--- config.mk ---
export PLATFORM = sky130hd
export DESIGN_NAME = tick_timer
export DESIGN_NICKNAME = d
export VERILOG_FILES = /design/src/rtl/tt_pkg.sv /design/src/rtl/tt_fsm.sv /design/src/rtl/tt_count.sv /design/src/rtl/tick_timer.sv
export SDC_FILE = /design/constraint.sdc
export NUM_CORES = 1
export LEC_CHECK = 0
export ABC_AREA = 1
export BUFFER_PORTS_ARGS = -buffer_cell sky130_fd_sc_hd__buf_2
export CAP_MARGIN = 20
export CORE_MARGIN = 2
export CORE_UTILIZATION = 40
export CTS_CLUSTER_SIZE = 20
export DETAILED_ROUTE_END_ITERATION = 6
export GPL_TIMING_DRIVEN = 1
export PLACE_DENSITY = 0.55
export SLEW_MARGIN = 10
export SYNTH_ARGS = -nofsm -noshare
export SYNTH_HDL_FRONTEND = slang
export SYNTH_SLANG_ARGS = --single-unit
--- constraint.sdc ---
create_clock -name clk -period 3.35 [get_ports clk]
set_input_delay 0.335 -clock clk [delete_from_list [all_inputs] [get_ports clk]]
set_output_delay 0.335 -clock clk [all_outputs]
set_load 0.005 [all_outputs]
--- src/rtl/tt_pkg.sv ---
package tt_pkg;
    localparam int REG_W = 32;

    typedef enum logic [1:0] {
        M_OFF     = 2'b00,
        M_RESTART = 2'b01,
        M_SHOT    = 2'b10,
        M_CONT    = 2'b11
    } tt_mode_e;

    typedef enum logic [1:0] {
        S_IDLE = 2'b00,
        S_RUN  = 2'b01,
        S_HALT = 2'b10
    } tt_state_e;
endpackage

--- src/rtl/tt_fsm.sv ---
module tt_fsm
    import tt_pkg::*;
(
    input  logic     clk,
    input  logic     rst_n,
    input  logic     mode_wr,
    input  tt_mode_e wr_mode,
    input  tt_mode_e cur_mode,
    input  logic     match,
    output logic     run
);
    tt_state_e state_q, state_d;

    always_comb begin
        state_d = state_q;
        if (mode_wr) begin
            state_d = (wr_mode != M_OFF) ? S_RUN : S_IDLE;
        end else begin
            unique case (state_q)
                S_IDLE:  state_d = S_IDLE;
                S_RUN:   if (match && cur_mode == M_SHOT) state_d = S_HALT;
                S_HALT:  state_d = S_HALT;
                default: state_d = S_IDLE;
            endcase
        end
    end

    always_ff @(posedge clk) begin
        if (!rst_n) state_q <= S_IDLE;
        else        state_q <= state_d;
    end

    always_comb begin
        run = (state_q == S_RUN);
    end


    shot_halt_chk: assert property (@(posedge clk) disable iff (!rst_n)
        (run && match && cur_mode == M_SHOT && !mode_wr) |=> !run);


    off_stop_chk: assert property (@(posedge clk) disable iff (!rst_n)
        (mode_wr && wr_mode == M_OFF) |=> !run);
endmodule

--- src/rtl/tt_count.sv ---
module tt_count #(
    parameter int CNT_W = 32,
    parameter int PER_W = 28
) (
    input  logic             clk,
    input  logic             rst_n,
    input  logic             run,
    input  logic             tick,
    input  logic             wr,
    input  logic [CNT_W-1:0] wdata,
    input  logic [PER_W-1:0] period,
    input  logic             clr_on_match,
    output logic [CNT_W-1:0] count,
    output logic             match
);
    logic [CNT_W-1:0] count_q, count_d, stepped;

    always_comb begin
        stepped = count_q + 1'b1;
        match   = run && tick && !wr && (stepped[PER_W-1:0] == period);
        count_d = count_q;
        if (wr)                        count_d = wdata;
        else if (match && clr_on_match) count_d = '0;
        else if (run && tick)          count_d = stepped;
    end

    always_ff @(posedge clk) begin
        if (!rst_n) count_q <= '0;
        else        count_q <= count_d;
    end

    assign count = count_q;


    count_hold_chk: assert property (@(posedge clk) disable iff (!rst_n)
        (!run && !wr) |=> $stable(count_q));


    restart_zero_chk: assert property (@(posedge clk) disable iff (!rst_n)
        (match && clr_on_match) |=> (count_q == '0));


    write_wins_chk: assert property (@(posedge clk) disable iff (!rst_n)
        wr |=> (count_q == $past(wdata)));
endmodule

--- src/rtl/tick_timer.sv ---
module tick_timer
    import tt_pkg::*;
#(
    parameter int DATA_W = REG_W
) (
    input  logic              clk,
    input  logic              rst_n,
    input  logic              sel,
    input  logic              we,
    input  logic              addr,
    input  logic [DATA_W-1:0] wdata,
    output logic [DATA_W-1:0] rdata,
    input  logic              tick_en,
    output logic              irq
);
    localparam int PER_W  = DATA_W - 4;
    localparam int IP_BIT = DATA_W - 4;
    localparam int IE_BIT = DATA_W - 3;

    tt_mode_e          mode_q;
    logic              ie_q, ip_q;
    logic [PER_W-1:0]  period_q;
    logic [DATA_W-1:0] rdata_q, ctrl_word, count;
    logic              mode_wr, cnt_wr, match, run, ip_set;
    tt_mode_e          wr_mode;

    assign mode_wr = sel && we && !addr;
    assign cnt_wr  = sel && we && addr;
    assign wr_mode = tt_mode_e'(wdata[DATA_W-1 -: 2]);
    assign ip_set  = match && ie_q;

    tt_fsm u_fsm (
        .clk      (clk),
        .rst_n    (rst_n),
        .mode_wr  (mode_wr),
        .wr_mode  (wr_mode),
        .cur_mode (mode_q),
        .match    (match),
        .run      (run)
    );

    tt_count #(.CNT_W(DATA_W), .PER_W(PER_W)) u_count (
        .clk          (clk),
        .rst_n        (rst_n),
        .run          (run),
        .tick         (tick_en),
        .wr           (cnt_wr),
        .wdata        (wdata),
        .period       (period_q),
        .clr_on_match (mode_q == M_RESTART),
        .count        (count),
        .match        (match)
    );

    always_ff @(posedge clk) begin
        if (!rst_n) begin
            mode_q   <= M_OFF;
            ie_q     <= 1'b0;
            ip_q     <= 1'b0;
            period_q <= '0;
        end else begin
            if (mode_wr) begin
                mode_q   <= wr_mode;
                ie_q     <= wdata[IE_BIT];
                period_q <= wdata[PER_W-1:0];
            end
            ip_q <= (mode_wr ? wdata[IP_BIT] : ip_q) | ip_set;
        end
    end

    assign ctrl_word = {mode_q, ie_q, ip_q, period_q};

    always_ff @(posedge clk) begin
        if (!rst_n)          rdata_q <= '0;
        else if (sel && !we) rdata_q <= addr ? count : ctrl_word;
    end

    always_comb begin
        rdata = rdata_q;
        irq   = ip_q && ie_q;
    end


    pend_set_chk: assert property (@(posedge clk) disable iff (!rst_n)
        ip_set |=> ip_q);


    pend_rise_chk: assert property (@(posedge clk) disable iff (!rst_n)
        $rose(ip_q) |-> $past(match || mode_wr));


    pend_clear_chk: assert property (@(posedge clk) disable iff (!rst_n)
        (mode_wr && !wdata[IP_BIT] && !ip_set) |=> !ip_q);
endmodule

-- Word-level counts from Yosys, hierarchy flattened
Cells that the tools add are included.
- add/subtract/negate cells: 1
- eq/ne operators: 6
- multiplexer cells: 9
- bitwise gates (word level): 1
- reduce and logical (&&, ||, !) cells: 16
- operators by type and width (operator ; count):
    $mux 32 ; 4
    $add 32x1->32 const B ; 1
    $eq 28x28->1 ; 1
    $logic_and 1x1->1 ; 11
    $eq 2x1->1 const B ; 2
    $eq 2x2->1 const B ; 2
    $mux 2 ; 2
    $pmux 2 s2 ; 1
    $logic_not 1->1 ; 3
    $ne 3x3->1 const B ; 1
    $reduce_bool 3->1 ; 1
    $mux 1 ; 2
    $reduce_bool 2->1 ; 1
    $or 1x1->1 ; 1
- flip-flop bits (word level): 98
- input port bits: 38
- word-level logic and storage cells: 40

-- Longest topological paths before layout
Gate-level depths: netlist of the first run.
- word-level depth: 9
- depth in mapped cells: 17
- depth with buffers taken out: 17

-- By module
A second synthesis of the first run with hierarchy kept.
- cells, all modules: 1041
- area total of the unflattened synthesis: 6113.4 µm²
- by module, submodules not included (module ; instances ; cells an instance ; area an instance (µm²) ; seq. area each (µm²)):
    tt_count ; 1 ; 632 ; 3201.8 ; 640.6
    tick_timer ; 1 ; 392 ; 2782.7 ; 1281.2
    tt_fsm ; 1 ; 17 ; 128.9 ; 40.0

-- Worst setup path before layout of the first run
OpenSTA, ideal clock, no wires.
- path kind: register -> register
- start: register u_count.count_q[0] (netlist: u_count.count[0])
- end: register u_count.count_q[10] (netlist: u_count.count[10])
- arrival time: 2015 ps
- required time: 3228 ps
- path slack: 1213 ps
- stages on the path, launching flop included: 18
- buffers on the path: 1
- period minus slack after synthesis: 2137 ps
- path through: dfxtp_1 ha_1 nand2_2 nor2_4 nand2_2 nor2_4 nand2_1 nand2_1 nand3_1 nand2_1 nand2_1 nor2_1 nand2_1 nor2_4 nand3_4 buf_6 nand3_2 a21oi_2
- cells in the longest elaborated chain, start to end: 6
- elaborated cells between the ends (all ways): 8
- classes of those cells: add/sub: 1; eq/ne: 1; mux: 3; reduce/logical: 3
- RTL lines (what ; line ; RTL):
    from (decl) ; tt_count.sv:16 ; logic [CNT_W-1:0] count_q, count_d, stepped;
    from (signal assigned) ; tt_count.sv:29 ; else count_q <= count_d;
    $add 32x1->32 (*) ; tt_count.sv:19 ; stepped = count_q + 1'b1;
    $eq 28x28->1 ; tt_count.sv:20 ; match = run && tick && !wr && (stepped[PER_W-1:0] == period);
    $logic_and 1x1->1 ; tt_count.sv:20 ;
    $logic_and 1x1->1 ; tt_count.sv:23 ; else if (match && clr_on_match) count_d = '0;
    $mux 32 ; tt_count.sv:23 ;
    $mux 32 ; tt_count.sv:22 ; if (wr) count_d = wdata;
Every way passes the cells marked *; elsewhere a longest branch is shown, timed or not. The select of a mux whose other input is x is not followed.
A chain may end at the register's enable or synchronous reset.

-- Worst setup path in the final report of the first run
- start: register u_count.count_q[0] (netlist: u_count.count[0])
- end: register u_count.count_q[23] (netlist: u_count.count[23])
Same word-level chain as after synthesis.

==> flow_summary.json, run 1 <==
{
  "fin_skew_ns": 0.00582,
  "grt_use_met1_pct": 32.2,
  "grt_pass1_wl_mm": 29.3,
  "dieArea_sq_um": 15700,
  "peakVddDrop_mv": 0.291,
  "cp.arrival_ns": 3.11,
  "synth_area_per_cell_sq_um": 6.47,
  "maxSlewViolCount": 0,
  "post_drt_wl_per_cell_um": 15.6,
  "use_met3_pct": 3.34,
  "cts.repair.resized": 0,
  "dr_total_vias": 6019,
  "clock_path_buffers": 2,
  "ant_nets": 0,
  "clkTransAtPathRegs_ns": 0.07,
  "synth_nets": 950,
  "h-tree-depth": 3,
  "fp-row-count": 44,
  "wirelength_mm": 18.0,
  "hold_class": "input pin to flip-flop",
  "whs_path_depth": 3,
  "synth_seq_cells": 98,
  "core_area_sq_um": 14500,
  "drtPass1Iterations": 5,
  "clockPowerShare_pct": 38.1,
  "worstMarginPinSlew_ns": 0.725,
  "critical_path.endpoint_type": "flip-flop",
  "seq_area_sq_um": 1960,
  "die-width_um": 125,
  "hpwl_mm": 12.9,
  "instances_no_fill": 1149,
  "ios": 71,
  "cts_setup_buffers": 0,
  "multi_input_area_sq_um": 3440,
  "track_usage_pct": 23.1,
  "tritoncts": "built",
  "drc": 0,
  "power_density_nw_per_um2": 404,
  "ctsHoldBuffers": 0,
  "insertion_delay_ns": 0.35,
  "initial_core_util_pct": 40.6,
  "drv_cap": 0,
  "fin_crit_ns": 2.87,
  "syn_inst": 910,
  "area_growth_pct": 14.0,
  "sw_frac_of_total_pct": 27.9,
  "grt_max_degree": 65,
  "drtIter0Drc": 400,
  "diodes": 0,
  "post-route-period-util_pct": 85.7,
  "clockRootBuffer": "clkbuf_16",
  "fillCellCount": 1544,
  "p_switching_uw": 757,
  "place_inst": 1133,
  "grt.busiest_layer": "met2",
  "power_frac_comb_pct": 14.0,
  "grt_antenna_before_repair": 0,
  "overflow": 0,
  "internal_power_mw": 1.95,
  "max_freq_mhz": 348,
  "ys_types": 35,
  "worstSetupPathType": "flip-flop to flip-flop",
  "layout.nets": 1000,
  "cts_sinks": 98,
  "seqPwrFrac_pct": 48.0,
  "required_ns": 3.59,
  "die_h_um": 125,
  "cellLeakagePower_nw": 2.89,
  "drt-vias-per-instance": 5.24,
  "reg2reg_depth": 17,
  "finalHoldViolCount": 0,
  "yosys_warnings": 0,
  "numPortBuffers": 70,
  "syn_area_sq_um": 5890,
  "slew_headroom_pct": 51.7,
  "grtUsageMet2_pct": 37.9,
  "fin_setup_tns_ns": 0,
  "ys_seq_area_share_pct": 33.3,
  "grt_pass1_vias": 5537,
  "rsz0062_at_grt": "no",
  "gp_congestion": 0.881,
  "cts_made_buffers": 9,
  "drive_gt1_share_pct": 17.5,
  "finalSetupViolations": 0,
  "crit_path_start_kind": "flip-flop",
  "status": "complete, no violations",
  "path_max_fanout": 25
}
[area by class of cell]
class | count | area share (%)
multi-input combinational | 685 | 51.3
sequential | 98 | 29.2
timing repair buffer | 85 | 7.27
inverter | 81 | 4.53
tap | 184 | 3.43
clock buffer | 10 | 3.41
clock inverter | 6 | 0.858
[cells in the mapped netlist (all sizes together)]
master | number | area [sq um]
a31oi | 33 | 206
a21oi | 57 | 349
nor3 | 3 | 15.0
xnor3 | 1 | 22.5
nand4 | 5 | 31.3
xor2 | 4 | 35.0
clkbuf | 36 | 135
xor3 | 1 | 23.8
o21bai | 1 | 7.51
nor3b | 1 | 7.51
dfxtp | 98 | 1960
and2 | 1 | 6.26
nand2 | 287 | 1110
nand3b | 5 | 37.5
o21ai | 98 | 490
xnor2 | 2 | 17.5
nand3 | 107 | 668
nor4b | 1 | 8.76
ha | 2 | 25.0
clkinv | 2 | 7.51
nor2 | 76 | 354
inv | 79 | 297
buf | 10 | 66.3
[critical path, stage by stage (launching register included)]
cell,delay (ns)
dfxtp_1,0.45
ha_1,0.24
nand2_2,0.10
nor2_4,0.22
nand3_1,0.20
clkinv_1,0.13
nand2_1,0.09
nand2_1,0.07
nand2_1,0.04
nand2_1,0.06
nand2_1,0.05
nor2_1,0.21
nand3_1,0.16
nor2_4,0.15
nand3_4,0.19
buf_12,0.24
nand3_1,0.08
a21oi_1,0.07
[layout by cell type, fill, tap and decap left out, types with 8 or more instances in the layout]
master,instances
nand2_1,277
dfxtp_1,98
o21ai_0,95
nand3_1,80
inv_1,78
buf_2,70
nor2_1,63
a21oi_1,40
a31oi_1,33
nand3_2,26
a21oi_2,17
buf_4,13
clkbuf_16,9
nand2_2,8
[cell families after synthesis]
| family | Yosys count | synth area share, % |
|---|---|---|
| AO/OA/AOI/OAI | 189 | 17.9 |
| XOR/XNOR | 8 | 1.68 |
| adder cells (fa/ha/maj) | 2 | 0.425 |
| buffers and inverters | 127 | 8.59 |
| flip-flops | 98 | 33.3 |
| AND/OR/NAND/NOR | 486 | 38.1 |
[power by group through the flow]
| stage | registers (mW) | clock network (mW) | logic [mW] |
|---|---|---|---|
| floorplan | 1.31 | 0 | 0.253 |
| global placement | 1.32 | 0 | 0.380 |
| detailed placement | 1.32 | 0 | 0.378 |
| CTS | 1.30 | 1.06 | 0.380 |
| global route | 1.31 | 1.11 | 0.429 |
| finish | 1.30 | 1.03 | 0.378 |
[metrics by stage]
stage | util (%) | power (mW) | cell area, sq um | setup slack [ns] | hold slack (ns)
detailed placement | 44.4 | 1.70 | 6420 | 0.478 | 0.475
CTS | 46.3 | 2.74 | 6710 | 0.478 | 0.235
floorplan | - | 1.56 | 5890 | 1.21 | 0.457
global route | 46.3 | 2.84 | 6710 | 0.224 | 0.239
global placement | 44.4 | 1.70 | 6420 | 0.474 | 0.482
finish | 46.3 | 2.71 | 6710 | 0.480 | 0.246
[worst paths after layout]
check	startpoint	endpoint	slack, ns
setup / recovery	u_count.count[0]$_SDFFE_PN0P_	u_count.count[23]$_SDFFE_PN0P_	0.48
hold / removal	wdata[24]	u_count.count[24]$_SDFFE_PN0P_	0.25
setup reg to reg	u_count.count[0]$_SDFFE_PN0P_	u_count.count[23]$_SDFFE_PN0P_	0.48
hold reg to reg	period_q[6]$_SDFFE_PN0P_	rdata[6]$_SDFFE_PN0P_	0.48
[metal layers]
layer  wire length (um)  share of wire [%]
met4                123               0.69
met5                  0                  0
met1               8690                 48
met2               8370                 47
met3                770                4.3
[sequential cells by signal (all words and copies together) (netlist names)]
register,flops
ie_q,1
ip_q,1
mode_q,2
period_q,28
rdata,32
u_count.count,32
u_fsm.state_q,2
No activity file was read; power rests on OpenSTA's default activity.
==> run 2, diff against run 1 <==
--- a/config.mk
+++ b/config.mk
@@ -13,7 +13,7 @@
 export CTS_CLUSTER_SIZE = 20
 export DETAILED_ROUTE_END_ITERATION = 6
 export GPL_TIMING_DRIVEN = 1
-export PLACE_DENSITY = 0.55
+export PLACE_DENSITY = 0.58
 export SLEW_MARGIN = 10
 export SYNTH_ARGS = -nofsm -noshare
 export SYNTH_HDL_FRONTEND = slang
==> constraint.sdc (replaced) <==
create_clock -name clk -period 2.5 [get_ports clk]
set_input_delay 0.25 -clock clk [delete_from_list [all_inputs] [get_ports clk]]
set_output_delay 0.25 -clock clk [all_outputs]
set_load 0.005 [all_outputs]
==> flow_summary.json, run 2 (same netlist as run 1, synthesis figures left out) <==
{
  "drc": 0,
  "power_frac_comb_pct": 15.0,
  "fin_skew_ns": 0.00979,
  "reg2reg_to": "u_count.count[30]$_SDFFE_PN0P_",
  "fillCellCount": 1493,
  "maxSlewViolCount": 0,
  "drtPass1Iterations": 5,
  "post-route-period-util_pct": 97.5,
  "grt_max_degree": 96,
  "diodes": 0,
  "h-tree-depth": 3,
  "post_drt_wl_per_cell_um": 15.5,
  "status": "complete, no violations",
  "wirelength_mm": 18.6,
  "dieArea_sq_um": 15700,
  "cts_made_buffers": 9,
  "whs_ns": 0.147,
  "track_usage_pct": 23.3,
  "core_area_sq_um": 14500,
  "finalPower_mw": 3.81,
  "clkTransAtPathRegs_ns": 0.07,
  "drv_cap": 0,
  "clockRootBuffer": "clkbuf_16",
  "grt_pass1_vias": 5701,
  "drtIter0Drc": 448,
  "ant_nets": 0,
  "cp.arrival_ns": 2.69,
  "rrSetupSlack_ns": 0.06,
  "hpwl_mm": 12.7,
  "area_growth_pct": 26.4,
  "clock_path_buffers": 2,
  "fin_setup_tns_ns": 0,
  "worstMarginPinSlew_ns": 0.581,
  "crit_end": "u_count.count[30]$_SDFFE_PN0P_",
  "finalSetupViolations": 0,
  "final_cell_mix": "nand2_1 (268), o21ai_0 (94), dfxtp_1 (81)",
  "path_max_fanout": 8,
  "overflow": 0,
  "crit_path_start_kind": "flip-flop",
  "max_freq_mhz": 410,
  "grt_pass1_wl_mm": 29.5,
  "slew_headroom_pct": 61.3,
  "drt-vias-per-instance": 5.28,
  "insertion_delay_ns": 0.36,
  "post-place-ws_ns": -0.0559,
  "cts_sinks": 98,
  "numPortBuffers": 70,
  "r2r-start": "u_count.count[1]$_SDFFE_PN0P_",
  "layout_commonest_cell": "nand2_1",
  "cellLeakagePower_nw": 3.28,
  "gp_congestion": 0.922,
  "fin_crit_ns": 2.44,
  "seqPwrFrac_pct": 45.7,
  "power_density_nw_per_um2": 511,
  "internal_power_mw": 2.74,
  "layout_setup_ws_ns": 0.0632,
  "sw_frac_of_total_pct": 28.0,
  "die-width_um": 125,
  "finalHoldViolCount": 0,
  "hold_class": "input pin to flip-flop",
  "grt_antenna_before_repair": 0,
  "dr_total_vias": 6337,
  "layout.nets": 1052,
  "die_h_um": 125,
  "ios": 71,
  "p_switching_mw": 1.07,
  "critical_path.endpoint_type": "flip-flop",
  "peakVddDrop_mv": 0.325,
  "clockPowerShare_pct": 39.3,
  "reg2reg_depth": 15,
  "initial_core_util_pct": 40.6,
  "fp-row-count": 44,
  "drive_gt1_share_pct": 27.3,
  "worstSetupPathType": "flip-flop to flip-flop",
  "required_ns": 2.75,
  "tritoncts": "built",
  "rsz0062_at_grt": "yes",
  "critPathLaunch": "u_count.count[1]$_SDFFE_PN0P_"
}
[run 2: changes by cell type in the layout (fill, tap and decap cells not counted), moves of 9 or more]
| cell | previous run | this run |
|---|---|---|
| nand2_1 | 277 | 268 |
| nor2_2 | 6 | 15 |
| nor2_1 | 63 | 47 |
| buf_4 | 13 | 57 |
| dfxtp_1 | 98 | 81 |
| dfxtp_2 | 0 | 14 |
[run 2: worst min path at each step]
stage                        startpoint                             end  cells past startpoint
2_1_floorplan                 wdata[30]          mode_q[0]$_SDFFE_PN0P_                      2
3_3_place_gp   period_q[6]$_SDFFE_PN0P_           rdata[6]$_SDFFE_PN0P_                      2
5_1_grt                       wdata[27]  u_count.count[27]$_SDFFE_PN0P_                      3
6_report                       wdata[8]   u_count.count[8]$_SDFFE_PN0P_                      3
4_1_cts                       wdata[27]  u_count.count[27]$_SDFFE_PN0P_                      3
3_5_place_dp   period_q[6]$_SDFFE_PN0P_           rdata[6]$_SDFFE_PN0P_                      2
[run 2: what timing repair did]
| item | 4_1_cts | 5_1_grt |
|---|---|---|
| gates resized for setup | 4 | 73 |
| pin swaps | 1 | 9 |
| setup buffers | 2 | 12 |
| endpoints found under the setup margin | 34 | 35 |
| gates cloned | 0 | 3 |
| endpoints found under the hold margin | 0 | 0 |
| hold buffers | 0 | 0 |
[run 2: metal layers]
metal	wire length (um)	up-vias	global-route usage (%)	part of all wire [%]
met5	0	-	0	0
met4	390	0	8.43	2.1
met3	825	25	2.74	4.4
met2	8340	184	37.1	45
met1	9040	2930	32.6	49
li1	-	3198	-	-
[run 2: per-stage QoR]
step	instance area [sq um]	utilization (%)	instances
after detailed placement	6710	46.4	1168
final	7440	51.4	1201
after global placement	6710	46.4	1168
after CTS	7050	48.7	1186
after floorplan	5890	-	910
after global routing	7440	51.4	1201
[run 2: worst max-delay path, stage by stage (launching register included)]
cell       delay [ns]
dfxtp_2          0.36
buf_6            0.13
nand2_4          0.06
nor2_8           0.19
nand2_4          0.10
nor2_4           0.22
nand3_2          0.10
nand3_1          0.10
nand2_1          0.08
nor2_1           0.14
nand3_2          0.12
nor2_4           0.18
nand3_4          0.18
clkbuf_16        0.22
nand3_1          0.09
a21oi_2          0.06
[run 2: power by group through the flow]
stage | clock (mW) | combinational, mW | sequential (mW)
6_report | 1.50 | 0.570 | 1.74
5_1_grt | 1.57 | 0.644 | 1.75
4_1_cts | 1.51 | 0.548 | 1.73
3_5_place_dp | 0 | 0.543 | 1.77
3_3_place_gp | 0 | 0.542 | 1.77
2_1_floorplan | 0 | 0.338 | 1.75
[run 2: layout make-up]
class                           count  area, sq um  share of cell area, %
Multi-Input combinational cell    685         3640                   48.9
Clock inverter                      4         48.8                  0.656
Timing Repair Buffer              137          962                   12.9
Sequential cell                    98         1990                   26.7
Tap cell                          184          230                   3.09
Inverter                           81          307                   4.12
Clock buffer                       12          267                   3.58
